## config.mk

```make
export PLATFORM = sky130hd
export DESIGN_NAME = tmr8_wavegen
export DESIGN_NICKNAME = d
export VERILOG_FILES = /design/src/rtl/tmr8_pkg.sv /design/src/rtl/tmr8_prescale.sv /design/src/rtl/tmr8_counter.sv /design/src/rtl/tmr8_cmpreg.sv /design/src/rtl/tmr8_wave.sv /design/src/rtl/tmr8_wavegen.sv
export SDC_FILE = /design/constraint.sdc
export NUM_CORES = 1
export LEC_CHECK = 0
export CORE_ASPECT_RATIO = 1.25
export CORE_MARGIN = 1
export CORE_UTILIZATION = 45
export CTS_CLUSTER_DIAMETER = 50
export DETAILED_ROUTE_END_ITERATION = 10
export GPL_TIMING_DRIVEN = 0
export PLACE_DENSITY = 0.74
export SKIP_LAST_GASP = 1
export SLEW_MARGIN = 25
export SYNTH_ARGS = -nofsm -noshare
export SYNTH_HDL_FRONTEND = slang
export SYNTH_SLANG_ARGS = --single-unit
```

## constraint.sdc

```tcl
create_clock -name clk -period 2 [get_ports clk]
set_input_delay 0.2 -clock clk [delete_from_list [all_inputs] [get_ports clk]]
set_output_delay 0.2 -clock clk [all_outputs]
set_load 0.01 [all_outputs]
```

## src/rtl/tmr8_pkg.sv

```systemverilog
package tmr8_pkg;
  typedef enum logic [1:0] {
    WM_FREE = 2'b00,
    WM_CTC  = 2'b01,
    WM_ALT  = 2'b10,
    WM_FPWM = 2'b11
  } wmode_t;

  typedef enum logic [1:0] {
    OM_OFF    = 2'b00,
    OM_TOGGLE = 2'b01,
    OM_CLEAR  = 2'b10,
    OM_SET    = 2'b11
  } omode_t;

  // divider mask: a tick fires when all masked prescaler bits are one
  function automatic logic [9:0] div_mask(input logic [2:0] sel);
    case (sel)
      3'd1:    div_mask = 10'h000;
      3'd2:    div_mask = 10'h007;
      3'd3:    div_mask = 10'h03F;
      3'd4:    div_mask = 10'h0FF;
      default: div_mask = 10'h3FF;
    endcase
  endfunction

  function automatic logic sel_runs(input logic [2:0] sel);
    sel_runs = (sel >= 3'd1) && (sel <= 3'd5);
  endfunction
endpackage

```

## src/rtl/tmr8_prescale.sv

```systemverilog
module tmr8_prescale #(
  parameter int PRE_W = 10
) (
  input  logic       clk,
  input  logic       rst,
  input  logic [2:0] sel,
  output logic       tick
);
  import tmr8_pkg::*;

  logic [PRE_W-1:0] div_q;
  logic [PRE_W-1:0] mask;

  always_ff @(posedge clk) begin
    if (rst) div_q <= '0;
    else     div_q <= div_q + 1'b1;
  end

  assign mask = PRE_W'(div_mask(sel));
  assign tick = sel_runs(sel) && ((div_q & mask) == mask);
endmodule

```

## src/rtl/tmr8_counter.sv

```systemverilog
module tmr8_counter #(
  parameter int W = 8
) (
  input  logic         clk,
  input  logic         rst,
  input  logic         tick,
  input  logic         ctc,
  input  logic         ld,
  input  logic [W-1:0] ld_data,
  input  logic [W-1:0] cmp_act,
  output logic [W-1:0] count,
  output logic         match_ev,
  output logic         wrap_ev
);
  localparam logic [W-1:0] MAXV = {W{1'b1}};

  logic adv;
  assign adv      = tick && !ld;
  assign match_ev = adv && (count == cmp_act);
  assign wrap_ev  = adv && (count == MAXV);

  always_ff @(posedge clk) begin
    if (rst)                count <= '0;
    else if (ld)            count <= ld_data;
    else if (tick) begin
      if (ctc && count == cmp_act) count <= '0;
      else                         count <= count + 1'b1;
    end
  end
endmodule

```

## src/rtl/tmr8_cmpreg.sv

```systemverilog
module tmr8_cmpreg #(
  parameter int W = 8
) (
  input  logic         clk,
  input  logic         rst,
  input  logic         pwm,
  input  logic         wr,
  input  logic [W-1:0] data,
  input  logic         wrap_ev,
  output logic [W-1:0] cmp_act
);
  logic [W-1:0] cmp_buf;

  always_ff @(posedge clk) begin
    if (rst) begin
      cmp_buf <= '0;
      cmp_act <= '0;
    end else begin
      if (wr) cmp_buf <= data;
      if (wr && !pwm)          cmp_act <= data;
      else if (pwm && wrap_ev) cmp_act <= cmp_buf;
    end
  end
endmodule

```

## src/rtl/tmr8_wave.sv

```systemverilog
module tmr8_wave (
  input  logic       clk,
  input  logic       rst,
  input  logic       pwm,
  input  logic [1:0] omode,
  input  logic       match_ev,
  input  logic       wrap_ev,
  output logic       wave
);
  import tmr8_pkg::*;

  omode_t om;
  assign om = omode_t'(omode);

  always_ff @(posedge clk) begin
    if (rst) wave <= 1'b0;
    else if (om == OM_OFF || (pwm && om == OM_TOGGLE)) wave <= 1'b0;
    else if (pwm) begin
      if (wrap_ev)       wave <= (om == OM_CLEAR);
      else if (match_ev) wave <= (om == OM_SET);
    end else if (match_ev) begin
      case (om)
        OM_TOGGLE: wave <= ~wave;
        OM_CLEAR:  wave <= 1'b0;
        default:   wave <= 1'b1;
      endcase
    end
  end
endmodule

```

## src/rtl/tmr8_wavegen.sv

```systemverilog
module tmr8_wavegen #(
  parameter int W     = 8,
  parameter int PRE_W = 10
) (
  input  logic         clk,
  input  logic         rst,
  input  logic [2:0]   clk_sel,
  input  logic [1:0]   wave_mode,
  input  logic [1:0]   out_mode,
  input  logic         wr_en,
  input  logic         wr_sel,
  input  logic [W-1:0] wr_data,
  input  logic [1:0]   flag_wc,
  output logic [W-1:0] count,
  output logic         wave_out,
  output logic         ovf_flag,
  output logic         cmp_flag
);
  import tmr8_pkg::*;

  logic         tick, match_ev, wrap_ev, ld_cnt, wr_cmp, pwm, ctc;
  logic [W-1:0] cmp_act;

  assign pwm    = (wmode_t'(wave_mode) == WM_FPWM);
  assign ctc    = (wmode_t'(wave_mode) == WM_CTC);
  assign ld_cnt = wr_en && wr_sel;
  assign wr_cmp = wr_en && !wr_sel;

  tmr8_prescale #(.PRE_W(PRE_W)) u_pre (
    .clk(clk), .rst(rst), .sel(clk_sel), .tick(tick)
  );

  tmr8_counter #(.W(W)) u_cnt (
    .clk(clk), .rst(rst), .tick(tick), .ctc(ctc), .ld(ld_cnt),
    .ld_data(wr_data), .cmp_act(cmp_act), .count(count),
    .match_ev(match_ev), .wrap_ev(wrap_ev)
  );

  tmr8_cmpreg #(.W(W)) u_cmp (
    .clk(clk), .rst(rst), .pwm(pwm), .wr(wr_cmp), .data(wr_data),
    .wrap_ev(wrap_ev), .cmp_act(cmp_act)
  );

  tmr8_wave u_wave (
    .clk(clk), .rst(rst), .pwm(pwm), .omode(out_mode),
    .match_ev(match_ev), .wrap_ev(wrap_ev), .wave(wave_out)
  );

  always_ff @(posedge clk) begin
    if (rst) begin
      ovf_flag <= 1'b0;
      cmp_flag <= 1'b0;
    end else begin
      if (wrap_ev)         ovf_flag <= 1'b1;
      else if (flag_wc[0]) ovf_flag <= 1'b0;
      if (match_ev)        cmp_flag <= 1'b1;
      else if (flag_wc[1]) cmp_flag <= 1'b0;
    end
  end
endmodule

```

==> flow_summary.ini, run 1 <==
[grt]
gr-total-overflow = 0
grt_pass1_wl_um = 7250
top_usage_layer = met2
use_met2 = 0.367
grt_usage = 0.220
grt_pass1_vias = 1623
use_met1 = 0.264
grt.met3_usage = 0.0546
grt_antenna_before_repair = 0
grt_start_max_net_pins = 13

[sta]
maxSlewHeadroom = 0.684
finalWorstSetupSlack_ns = 0.00749
finClkSkew_ns = 0.00410
fin_crit_ns = 1.99
rsz0062_at_grt = true
hold_viol = 0
fin_crit_sh = 0.996
max_freq_mhz = 502
fin_setup_tns_ns = 0
finalSetupViolations = 0
drv_slew = 0
worstMarginPinSlew_ns = 0.475

[route]
first_pass_iters = 4
drt_iter0_markers = 55
drt-wirelength-per-cell_um = 13.9
wirelength_um = 4460
vias_per_cell = 5.42
drcViolationCount = 0
postRouteAntennaNets = 0
vias = 1741

[floorplan]
core-area_um2 = 3850
io_pins = 32
start_util = 0.482
rows = 25
die_x_um = 59.4
die_h_um = 73.7
dieArea_um2 = 4380

[place]
pre_cts_ws_ns = -0.281
dp.cells = 308
hpwl_um = 3240
gp_congestion = 0.864
portBuffers = 30

[cts]
worst_skew_pair.late_latency_ns = 0.29
htree_num_levels = 2
cts_root_buf = clkbuf_8
cts-buffers-inserted = 5
clkTransAtPathRegs_ns = 0.07
tritoncts = done
cts_hold_buf = 0
cts_sinks = 37
clk_path_buf_depth = 2

[yosys]
synth-seq-area-share = 0.400
synth_flop_cell = dfxtp_1
ys_warn_count = 0
ys_types = 43
synth_cells = 224
synth-edff-count = 0
syn-num-nets = 247
synth.cell_area_um2 = 1850
avgSynthCellArea_um2 = 8.27
ys_ff_latch = 37
ys_async_sr_fraction = 0

[worst_hold_path]
hp-class = primary input to register

[setup_path]
rrSetupSlack_ns = 0.007
cp.arrival_ns = 2.18
critical_path_class = register to register
crit_path_end = u_cmp.cmp_act[0]
crit_fanout = 5
r2r-end = u_cmp.cmp_act[0]
start_kind = register
cp-startpoint = u_cnt.count[0]
required_ns = 2.19
ff2ff_path_depth = 7
reg2reg_from = u_cnt.count[0]
critPathCaptureType = register

[power_and_ir_drop]
swShare = 0.251
switching_power_w = 0.000440
pwr-share-comb = 0.152
p_clk_frac = 0.385
p_int_w = 0.00131
p_per_area_nw_per_um2 = 712
p_seq_frac = 0.462
irDropWorstVdd_uv = 501
leakage_nw = 0.868

[run_status]
status = finished, final reports clean

[run]
max-cap-violations = 0

[final_layout]
drive_above_1_share = 0.127
num_antenna_cells = 0
finalNonFillerCells = 321
nFillCells = 335
nNetsFinal = 289
area_growth_pct = 32.8
==> metrics by stage <==
stage,utilization,total power [W],hold WS [ns],instance area (um^2)
6_report,0.640,0.00175,0.437,2460
5_1_grt,0.640,0.00183,0.473,2460
4_1_cts,0.616,0.00175,0.435,2370
3_5_place_dp,0.582,0.00107,0.431,2240
3_3_place_gp,0.582,0.00107,0.427,2240
2_1_floorplan,-,0.000957,0.309,1870
==> sequential cells by signal, indices dropped and copies added, names as in the netlist <==
register	cells
u_wave.wave	1
u_cmp.cmp_act	8
ovf_flag	1
u_cnt.count	8
cmp_flag	1
u_pre.div_q	10
u_cmp.cmp_buf	8
==> what timing repair did <==
item / 4_1_cts / 5_1_grt
gates resized for setup: 1 / 17
cloned: 0 / 1
setup endpoints to repair: 10 / 14
pin swaps: 1 / 1
buffers inserted: 2 / 3
==> synthesized netlist by cell type (2+ instances only) <==
library cell | instances | area share
dfxtp_1 | 37 | 0.40
nand2_1 | 34 | 0.069
nor2_1 | 29 | 0.059
a21oi_1 | 14 | 0.038
nand3_1 | 13 | 0.035
xnor2_1 | 10 | 0.047
clkbuf_1 | 7 | 0.014
inv_1 | 7 | 0.014
xor2_1 | 6 | 0.028
a22oi_1 | 5 | 0.020
and3_1 | 5 | 0.017
o21ai_0 | 5 | 0.014
a211oi_1 | 4 | 0.016
nor2b_1 | 4 | 0.014
o311ai_0 | 4 | 0.019
nand2b_1 | 3 | 0.010
nand4_1 | 3 | 0.010
o221a_1 | 3 | 0.018
a311oi_1 | 2 | 0.0095
a32oi_1 | 2 | 0.0095
and2_1 | 2 | 0.0068
ha_1 | 2 | 0.014
mux2i_1 | 2 | 0.011
nor3_1 | 2 | 0.0054
==> placed cells by master (no fill, tap or decap), types with 5 or more instances in the layout <==
cell type and n:
a21oi_1 14, buf_4 6, clkbuf_8 6, clkdlybuf4s50_1 30, dfxtp_1 33, inv_1 7
nand2_1 33, nand3_1 12, nor2_1 29, o21ai_0 5, xnor2_1 10, xor2_1 6
==> power by group through the flow <==
stage	logic, W	registers (W)	clock network (W)
3_5_place_dp	0.000243	0.000829	0
5_1_grt	0.000295	0.000815	0.000719
2_1_floorplan	0.000129	0.000828	0
3_3_place_gp	0.000239	0.000829	0
6_report	0.000267	0.000810	0.000675
4_1_cts	0.000254	0.000807	0.000688
==> worst max-delay path, cell delays in order, from the launching register on <==
cell     delay [ns]
dfxtp_4        0.36
ha_4           0.15
and3_4         0.20
nand3_4        0.09
or3_4          0.37
a221o_1        0.33
buf_6          0.15
o221a_1        0.23
==> cells by family after synthesis <==
kind of cell             share of synthesized area
multiplexers                                0.0108
XOR/XNOR                                    0.0756
adder cells (fa/ha/maj)                     0.0135
buffers and inverters                       0.0371
AND/OR/NAND/NOR                              0.251
AO/OA/AOI/OAI                                0.212
flip-flops                                   0.400
==> final cells by class <==
cell class,instances,area [um^2],area share
Buffer,8,41.3,0.0168
Clock buffer,6,82.6,0.0336
Clock inverter,2,36.3,0.0147
Inverter,7,26.3,0.0107
Multi-Input combinational cell,171,1110,0.451
Sequential cell,37,751,0.305
Tap cell,54,67.6,0.0275
Timing Repair Buffer,36,345,0.140
==> worst min path at each step <==
stage	start	endpoint	slack, ns	depth (start not counted)
after floorplan	wr_data[2]	u_cnt.count[2]	0.31	2
final	rst	u_cmp.cmp_act[0]	0.44	3
after global placement	u_pre.div_q[0]	u_pre.div_q[0]	0.43	1
after global routing	u_cmp.cmp_buf[6]	u_cmp.cmp_buf[6]	0.47	2
after CTS	rst	u_cmp.cmp_act[0]	0.43	3
after detailed placement	u_pre.div_q[0]	u_pre.div_q[0]	0.43	1
==> layer usage <==
layer  wire [um]  share of wire
met1        2030           0.45
met2        2240           0.50
met3         112          0.025
met4          82          0.018
met5           0              0
(Power assumes the default switching activity.)
==> inputs of run 2 (changes only) <==
Settings changed: CTS_CLUSTER_SIZE from default to 24.
==> results of run 2 <==
Same layout as run 1: the final DEF is identical, and so are final timing and power.
==> inputs of run 3 (changes only) <==
Settings changed: ABC_CLOCK_PERIOD_IN_PS from default to 2000.
==> results of run 3 <==
Same layout as run 1: the final DEF is identical, and so are final timing and power.
